File: config.mk
export PLATFORM = sky130hd
export DESIGN_NAME = sdram_act_guard
export DESIGN_NICKNAME = d
export VERILOG_FILES = /design/src/rtl/act_guard_pkg.sv /design/src/rtl/act_guard_age_counter.sv /design/src/rtl/act_guard_bank_timer.sv /design/src/rtl/act_guard_arbiter.sv /design/src/rtl/sdram_act_guard.sv
export SDC_FILE = /design/constraint.sdc
export NUM_CORES = 1
export LEC_CHECK = 0
export BUFFER_PORTS_ARGS = -buffer_cell sky130_fd_sc_hd__buf_2
export CAP_MARGIN = 15
export CORE_MARGIN = 8
export CORE_UTILIZATION = 60
export CTS_CLUSTER_SIZE = 24
export DETAILED_ROUTE_END_ITERATION = 12
export MAX_ROUTING_LAYER = met4
export PLACE_DENSITY = 0.8
export SETUP_SLACK_MARGIN = 0.15
export SLEW_MARGIN = 20
export SYNTH_ARGS = -nofsm -noshare
export SYNTH_HDL_FRONTEND = slang
export SYNTH_SLANG_ARGS = --single-unit
File: constraint.sdc
create_clock -name clk -period 3.65 [get_ports clk]
set_clock_uncertainty 0.05 [all_clocks]
set_input_delay 0.73 -clock clk [delete_from_list [all_inputs] [get_ports clk]]
set_output_delay 0.73 -clock clk [all_outputs]
set_load 0.05 [all_outputs]
File: src/rtl/act_guard_pkg.sv
// Shared types and helpers for the SDRAM bank activation timing guard.
// Assumes the usual SDRAM pin encoding where (cs_n, ras_n, cas_n, we_n)
// selects the command on a rising clock edge.
package act_guard_pkg;

    // Request codes presented by the command source.
    typedef enum logic [2:0] {
        REQ_NOP   = 3'd0,
        REQ_ACT   = 3'd1,
        REQ_READ  = 3'd2,
        REQ_WRITE = 3'd3,
        REQ_PRE   = 3'd4
    } req_cmd_e;

    // Command pin group in the order {cs_n, ras_n, cas_n, we_n}.
    typedef struct packed {
        logic cs_n;
        logic ras_n;
        logic cas_n;
        logic we_n;
    } pin_cmd_t;

    localparam pin_cmd_t PIN_NOP   = 4'b0111;
    localparam pin_cmd_t PIN_ACT   = 4'b0011;
    localparam pin_cmd_t PIN_READ  = 4'b0101;
    localparam pin_cmd_t PIN_WRITE = 4'b0100;
    localparam pin_cmd_t PIN_PRE   = 4'b0010;

    // Larger of two values, used to size the age counters.
    function automatic int max2(input int a, input int b);
        return (a > b) ? a : b;
    endfunction

endpackage

File: src/rtl/act_guard_age_counter.sv
// Saturating age counter: counts cycles since the last restart.
// Assumes restart_i is a single-cycle event. The counter resets to its
// maximum so that nothing looks recent after reset, and it restarts at 1,
// so a value of k means the event was k cycles ago.
module act_guard_age_counter #(
    parameter int CNT_W = 8
) (
    input  logic             clk,
    input  logic             rst_n,
    input  logic             restart_i,
    output logic [CNT_W-1:0] age_o
);
    localparam logic [CNT_W-1:0] AGE_MAX = '1;

    // Advance the age, restart on an event, and hold at the ceiling.
    always_ff @(posedge clk) begin
        if (!rst_n) begin
            age_o <= AGE_MAX;
        end else if (restart_i) begin
            age_o <= CNT_W'(1);
        end else if (age_o != AGE_MAX) begin
            age_o <= age_o + CNT_W'(1);
        end
    end

endmodule

File: src/rtl/act_guard_bank_timer.sv
// Per-bank state: open flag, open row, and the ages since the last open and
// close command. From these it derives the timing permissions for one bank.
// Assumes act_i and pre_i are never high together (the arbiter issues one
// command per cycle) and that the counters are wide enough for TRAS_MAX.
module act_guard_bank_timer #(
    parameter int ROW_W    = 13,
    parameter int CNT_W    = 8,
    parameter int TRCD     = 2,
    parameter int TRC      = 8,
    parameter int TRAS_MIN = 5,
    parameter int TRP      = 2,
    parameter int WARN_AT  = 56
) (
    input  logic             clk,
    input  logic             rst_n,
    input  logic             act_i,
    input  logic             pre_i,
    input  logic [ROW_W-1:0] row_i,
    output logic             open_o,
    output logic [ROW_W-1:0] row_o,
    output logic             rcd_ok_o,
    output logic             act_ok_o,
    output logic             pre_ok_o,
    output logic             warn_o
);
    localparam logic [CNT_W-1:0] L_TRCD    = CNT_W'(TRCD);
    localparam logic [CNT_W-1:0] L_TRC     = CNT_W'(TRC);
    localparam logic [CNT_W-1:0] L_TRASMIN = CNT_W'(TRAS_MIN);
    localparam logic [CNT_W-1:0] L_TRP     = CNT_W'(TRP);
    localparam logic [CNT_W-1:0] L_WARN    = CNT_W'(WARN_AT);

    logic [CNT_W-1:0] since_act;
    logic [CNT_W-1:0] since_pre;

    act_guard_age_counter #(.CNT_W(CNT_W)) u_act_age (
        .clk       (clk),
        .rst_n     (rst_n),
        .restart_i (act_i),
        .age_o     (since_act)
    );

    act_guard_age_counter #(.CNT_W(CNT_W)) u_pre_age (
        .clk       (clk),
        .rst_n     (rst_n),
        .restart_i (pre_i),
        .age_o     (since_pre)
    );

    // Track whether the bank is open and which row it holds.
    always_ff @(posedge clk) begin
        if (!rst_n) begin
            open_o <= 1'b0;
            row_o  <= '0;
        end else if (act_i) begin
            open_o <= 1'b1;
            row_o  <= row_i;
        end else if (pre_i) begin
            open_o <= 1'b0;
        end
    end

    // Derive the per-bank timing permissions and the long-open warning.
    always_comb begin
        rcd_ok_o = (since_act >= L_TRCD);
        act_ok_o = (since_act >= L_TRC) && (since_pre >= L_TRP);
        pre_ok_o = (since_act >= L_TRASMIN);
        warn_o   = open_o && (since_act >= L_WARN);
    end

endmodule

File: src/rtl/act_guard_arbiter.sv
// Combinational decision for one request per cycle. It picks the next pin
// command (close, open, access or nothing) from the bank states and timing
// permissions, and it says whether the request completes this cycle.
// Assumes COL_W <= 10, so a zero-extended column leaves address bit 10 low.
module act_guard_arbiter
    import act_guard_pkg::*;
#(
    parameter int NUM_BANKS = 4,
    parameter int BANK_W    = 2,
    parameter int ROW_W     = 13,
    parameter int COL_W     = 9
) (
    input  logic                            req_valid_i,
    input  logic [2:0]                      req_cmd_i,
    input  logic [BANK_W-1:0]               req_bank_i,
    input  logic [ROW_W-1:0]                req_row_i,
    input  logic [COL_W-1:0]                req_col_i,
    input  logic [NUM_BANKS-1:0]            open_i,
    input  logic [NUM_BANKS-1:0][ROW_W-1:0] rows_i,
    input  logic [NUM_BANKS-1:0]            rcd_ok_i,
    input  logic [NUM_BANKS-1:0]            act_ok_i,
    input  logic [NUM_BANKS-1:0]            pre_ok_i,
    input  logic                            rrd_ok_i,
    output logic                            accept_o,
    output logic                            issue_act_o,
    output logic                            issue_pre_o,
    output logic                            issue_rw_o,
    output pin_cmd_t                        pin_o,
    output logic [ROW_W-1:0]                addr_o
);
    req_cmd_e cmd;
    logic     bank_open;
    logic     row_hit;
    logic     can_open;

    assign cmd       = req_cmd_e'(req_cmd_i);
    assign bank_open = open_i[req_bank_i];
    assign row_hit   = (rows_i[req_bank_i] == req_row_i);
    assign can_open  = act_ok_i[req_bank_i] && rrd_ok_i;

    // Choose the single step to issue this cycle and whether the request ends.
    always_comb begin
        accept_o    = 1'b0;
        issue_act_o = 1'b0;
        issue_pre_o = 1'b0;
        issue_rw_o  = 1'b0;
        if (req_valid_i) begin
            unique case (cmd)
                REQ_ACT: begin
                    if (bank_open) begin
                        issue_pre_o = pre_ok_i[req_bank_i];
                    end else if (can_open) begin
                        issue_act_o = 1'b1;
                        accept_o    = 1'b1;
                    end
                end
                REQ_PRE: begin
                    if (!bank_open) begin
                        accept_o = 1'b1;
                    end else if (pre_ok_i[req_bank_i]) begin
                        issue_pre_o = 1'b1;
                        accept_o    = 1'b1;
                    end
                end
                REQ_READ, REQ_WRITE: begin
                    if (bank_open && row_hit) begin
                        if (rcd_ok_i[req_bank_i]) begin
                            issue_rw_o = 1'b1;
                            accept_o   = 1'b1;
                        end
                    end else if (bank_open) begin
                        issue_pre_o = pre_ok_i[req_bank_i];
                    end else begin
                        issue_act_o = can_open;
                    end
                end
                default: accept_o = 1'b1;
            endcase
        end
    end

    // Encode the chosen step onto the command pins and the address bus.
    always_comb begin
        pin_o  = PIN_NOP;
        addr_o = '0;
        if (issue_act_o) begin
            pin_o  = PIN_ACT;
            addr_o = req_row_i;
        end else if (issue_pre_o) begin
            pin_o  = PIN_PRE;
        end else if (issue_rw_o) begin
            pin_o  = (cmd == REQ_WRITE) ? PIN_WRITE : PIN_READ;
            addr_o = ROW_W'(req_col_i);
        end
    end

endmodule

File: src/rtl/sdram_act_guard.sv
// SDRAM bank activation timing guard (top). It holds one timer set per bank,
// an age counter for cross-bank open spacing, and the arbiter, and it
// registers the chosen command onto the pins. Assumes the request source
// keeps a request stable until req_ready is seen high at a clock edge.
module sdram_act_guard
    import act_guard_pkg::*;
#(
    parameter int NUM_BANKS   = 4,
    parameter int ROW_W       = 13,
    parameter int COL_W       = 9,
    parameter int TRCD        = 2,
    parameter int TRP         = 2,
    parameter int TRAS_MIN    = 5,
    parameter int TRC         = 8,
    parameter int TRRD        = 2,
    parameter int TRAS_MAX    = 64,
    parameter int WARN_MARGIN = 8
) (
    input  logic                         clk,
    input  logic                         rst_n,
    input  logic                         req_valid,
    input  logic [2:0]                   req_cmd,
    input  logic [$clog2(NUM_BANKS)-1:0] req_bank,
    input  logic [ROW_W-1:0]             req_row,
    input  logic [COL_W-1:0]             req_col,
    output logic                         req_ready,
    output logic                         sd_cs_n,
    output logic                         sd_ras_n,
    output logic                         sd_cas_n,
    output logic                         sd_we_n,
    output logic [$clog2(NUM_BANKS)-1:0] sd_ba,
    output logic [ROW_W-1:0]             sd_addr,
    output logic [NUM_BANKS-1:0]         ras_warn
);
    localparam int BANK_W  = $clog2(NUM_BANKS);
    localparam int CNT_W   = $clog2(max2(TRAS_MAX, TRC) + 2);
    localparam int WARN_AT = TRAS_MAX - WARN_MARGIN;
    localparam logic [CNT_W-1:0] L_TRRD = CNT_W'(TRRD);

    logic [NUM_BANKS-1:0]            bank_open;
    logic [NUM_BANKS-1:0][ROW_W-1:0] bank_row;
    logic [NUM_BANKS-1:0]            rcd_ok;
    logic [NUM_BANKS-1:0]            act_ok;
    logic [NUM_BANKS-1:0]            pre_ok;
    logic [CNT_W-1:0]                since_any_act;
    logic                            rrd_ok;
    logic                            accept;
    logic                            issue_act;
    logic                            issue_pre;
    logic                            issue_rw;
    pin_cmd_t                        pin_nxt;
    pin_cmd_t                        pin_q;
    logic [ROW_W-1:0]                addr_nxt;

    // One timer set per bank; only the addressed bank sees the issue strobes.
    for (genvar g = 0; g < NUM_BANKS; g++) begin : g_bank
        logic hit;
        assign hit = (req_bank == BANK_W'(g));

        act_guard_bank_timer #(
            .ROW_W    (ROW_W),
            .CNT_W    (CNT_W),
            .TRCD     (TRCD),
            .TRC      (TRC),
            .TRAS_MIN (TRAS_MIN),
            .TRP      (TRP),
            .WARN_AT  (WARN_AT)
        ) u_timer (
            .clk      (clk),
            .rst_n    (rst_n),
            .act_i    (issue_act && hit),
            .pre_i    (issue_pre && hit),
            .row_i    (req_row),
            .open_o   (bank_open[g]),
            .row_o    (bank_row[g]),
            .rcd_ok_o (rcd_ok[g]),
            .act_ok_o (act_ok[g]),
            .pre_ok_o (pre_ok[g]),
            .warn_o   (ras_warn[g])
        );
    end

    act_guard_age_counter #(.CNT_W(CNT_W)) u_rrd_age (
        .clk       (clk),
        .rst_n     (rst_n),
        .restart_i (issue_act),
        .age_o     (since_any_act)
    );

    assign rrd_ok = (since_any_act >= L_TRRD);

    act_guard_arbiter #(
        .NUM_BANKS (NUM_BANKS),
        .BANK_W    (BANK_W),
        .ROW_W     (ROW_W),
        .COL_W     (COL_W)
    ) u_arb (
        .req_valid_i (req_valid),
        .req_cmd_i   (req_cmd),
        .req_bank_i  (req_bank),
        .req_row_i   (req_row),
        .req_col_i   (req_col),
        .open_i      (bank_open),
        .rows_i      (bank_row),
        .rcd_ok_i    (rcd_ok),
        .act_ok_i    (act_ok),
        .pre_ok_i    (pre_ok),
        .rrd_ok_i    (rrd_ok),
        .accept_o    (accept),
        .issue_act_o (issue_act),
        .issue_pre_o (issue_pre),
        .issue_rw_o  (issue_rw),
        .pin_o       (pin_nxt),
        .addr_o      (addr_nxt)
    );

    // The request completes when accepted; an empty slot is always ready.
    assign req_ready = !req_valid || accept;

    // Register the chosen command, bank and address onto the pins.
    always_ff @(posedge clk) begin
        if (!rst_n) begin
            pin_q   <= PIN_NOP;
            sd_ba   <= '0;
            sd_addr <= '0;
        end else begin
            pin_q   <= pin_nxt;
            sd_ba   <= (issue_act || issue_pre || issue_rw) ? req_bank : '0;
            sd_addr <= addr_nxt;
        end
    end

    assign sd_cs_n  = pin_q.cs_n;
    assign sd_ras_n = pin_q.ras_n;
    assign sd_cas_n = pin_q.cas_n;
    assign sd_we_n  = pin_q.we_n;

endmodule

==> impl_metrics.ini <==
[timing]
worst_slew_pin_slew_ns = 0.786
rsz0062_at_grt = yes
maxSlewViolCount = 0
setup_violations = 0
tns_ns = 0
finalWorstSetupSlack_ns = 0.0604
period_share = 0.983
min_period_ns = 3.59
max_freq_ghz = 0.279
slew_headroom = 0.472
hold_violations = 0

[finish]
drive_gt1_frac = 0.182
syn_to_final_growth_pct = 18.0
fin_nets = 818
fin_util = 0.719
n_antenna_cell = 0

[drt]
ant_nets = 0
via_count = 5750
drc = 0
drt-total-wl_um = 16900
firstDrtPassIters = 5
vias_per_cell = 6.26
post_drt_wl_per_cell_um = 18.4
drt-initial-drc-count = 606

[yosys]
netlist_area_um2 = 6520
synth-main-ff-cell = dfxtp_1
synth_top_area_share = 0.421
yosysMostFrequentCell = dfxtp_1
synth_edf_count = 0
synth_cells = 716
seq_area_frac_synth = 0.421
postSynthAreaPerCell_um2 = 9.10
ys_warn_count = 0
synth_area_leaders = dfxtp_1 (42%), o21ai_0 (7.1%), nand3_1 (5.4%), a21boi_0 (4.5%), mux4_2 (4.5%)
synth_seq_cells = 137
yosysUniqueCellTypes = 48
async_flop_share = 0
synthTopCellsByCount = dfxtp_1 (137), o21ai_0 (92), nand3_1 (70), a21boi_0 (39)
synth.largest_area_cell = dfxtp_1
syn-num-nets = 768

[hold_path]
holdPathEnd = sd_addr[7]$_SDFF_PN0_
hp-start = req_col[7]
hold_path_depth = 3
hold_path.class = input port to register

[cts]
cts_root_buffer = clkbuf_8
cts.clk_slew.worst_paths_ns = 0.06
clk_latency_ns = 0.54
cts_sinks = 137
numCtsBuffers = 17
cts.htree.levels = 4
clk_path_buf_depth = 2
cts_tree = built
cts.hold.buffers_added = 0

[placement]
place_hpwl_um = 10900
portBuffers = 52
place_ws_ns = -0.122
globalplace.congestion = 0.905

[global_route]
grt_pass1_vias = 5558
grt_max_degree = 88
grt_antenna_before_repair = 0
grt_pass1_wl_um = 27100
globalRouteTotalUtil = 0.240
grt.overflow.total = 0

[setup_path]
cp_data_required_time_ns = 2.87
worstReg2RegEnd = g_bank[2].u_timer.u_act_age.age_o[1]$_SDFFE_PN1P_
worstReg2RegStart = g_bank[2].u_timer.open_o$_SDFFE_PN0P_
cp_max_fo = 7
end_kind = output port
rr_worst_depth = 6
cp.arrival_ns = 2.81
r2r_setup_slack_ns = 0.82
critical_path_class = input port to output port
crit_path_start_kind = input port

[power]
p_leak_uw = 0.00313
peakVddDrop_mv = 0.424
cellPowerDensity_nw_per_um2 = 713

[die]
dieArea_um2 = 14500
start_util = 0.609
coreArea_um2 = 10700
die_h_um = 120
rows = 38
io_pins = 54
fp.dieW_um = 120

[outcome]
status = finished, final reports clean

[flow_run]
cap_violations = 0
## how the worst max path moves through the flow
stage                            to         from  slack [ns]
after floorplan           req_ready  req_bank[1]        0.08
after global placement    req_ready  req_bank[1]       -0.10
after detailed placement  req_ready  req_bank[1]       -0.12
after CTS                 req_ready  req_bank[1]        0.12
after global routing      req_ready  req_bank[1]       -0.02
final                     req_ready  req_bank[1]        0.06
## state kept, by name, summed over array words and instances, names as in the netlist
| name | count |
|---|---|
| g_bank.u_timer.row_o | 52 |
| g_bank.u_timer.u_act_age.age_o | 28 |
| g_bank.u_timer.u_pre_age.age_o | 28 |
| sd_addr | 13 |
| u_rrd_age.age_o | 7 |
| g_bank.u_timer.open_o | 4 |
| sd_ba | 2 |
| sd_cas_n | 1 |
| sd_ras_n | 1 |
| sd_we_n | 1 |
## per-layer routing
layer,part of all wire,vias to the layer above,GRT usage
met5,0,-,-
met4,0.028,0,0.103
met3,0.072,50,0.0671
met2,0.48,241,0.377
met1,0.42,2758,0.283
li1,-,2701,-
## stage by stage
stage	instance area (um2)	hold slack (ns)	cells	power, uW
after floorplan	6540	0.394	716	3300
after global placement	6970	0.407	884	3550
after detailed placement	6970	0.418	884	3650
after CTS	7610	0.383	916	5480
after global routing	7690	0.392	919	5840
final	7690	0.395	919	5490
## worst max-delay path, cell delays in order
cell and delay, ns:
buf_16 0.10, buf_12 0.11, mux4_2 0.55, xnor2_2 0.17
nand4_1 0.18, nor4_4 0.32, or2b_1 0.26, o211ai_1 0.13
buf_4 0.25
## what timing repair did
action / CTS / global route
pin swaps: 1 / 3
endpoints found under the setup margin: 1 / 1
gates cloned: 0 / 0
buffers inserted: 0 / 3
resized for setup: 5 / 8
## area by class of cell
cell class	instances	area, um2
multi-input cells	502	3490
fillers	791	3010
flip-flops and latches	137	2740
repair buffers	80	551
clock buffers	21	459
well taps	140	175
clock inverters	11	169
inverters	28	105
## layout by cell type, fill, tap and decap left out, drive strengths merged, types with 20 or more instances in the layout
master,instances
nand4,25
o21ai,92
buf,80
and3,23
xnor2,25
xor2,20
inv,28
a21boi,40
nand2,32
ha,22
nor2,20
nand3,70
clkbuf,21
dfxtp,137
a21oi,25
## where the power goes
group | switching (uW) | leakage (uW) | internal, uW
sequential | 333 | 0.00112 | 1780
clock | 650 | 0.000308 | 1160
combinational | 848 | 0.00170 | 716
## kinds of logic (layout without fill, tap and decap cells)
logic type	Yosys count	in the layout	share of synthesized area
XOR/XNOR	45	45	0.0605
flip-flops	137	137	0.421
multiplexers	15	15	0.0505
AO/OA/AOI/OAI	208	208	0.199
AND/OR/NAND/NOR	211	211	0.175
buffers and inverters	77	140	0.0513
other	1	1	0.000575
adder cells (fa/ha/maj)	22	22	0.0422
Power figures use the tool's default switching activity.
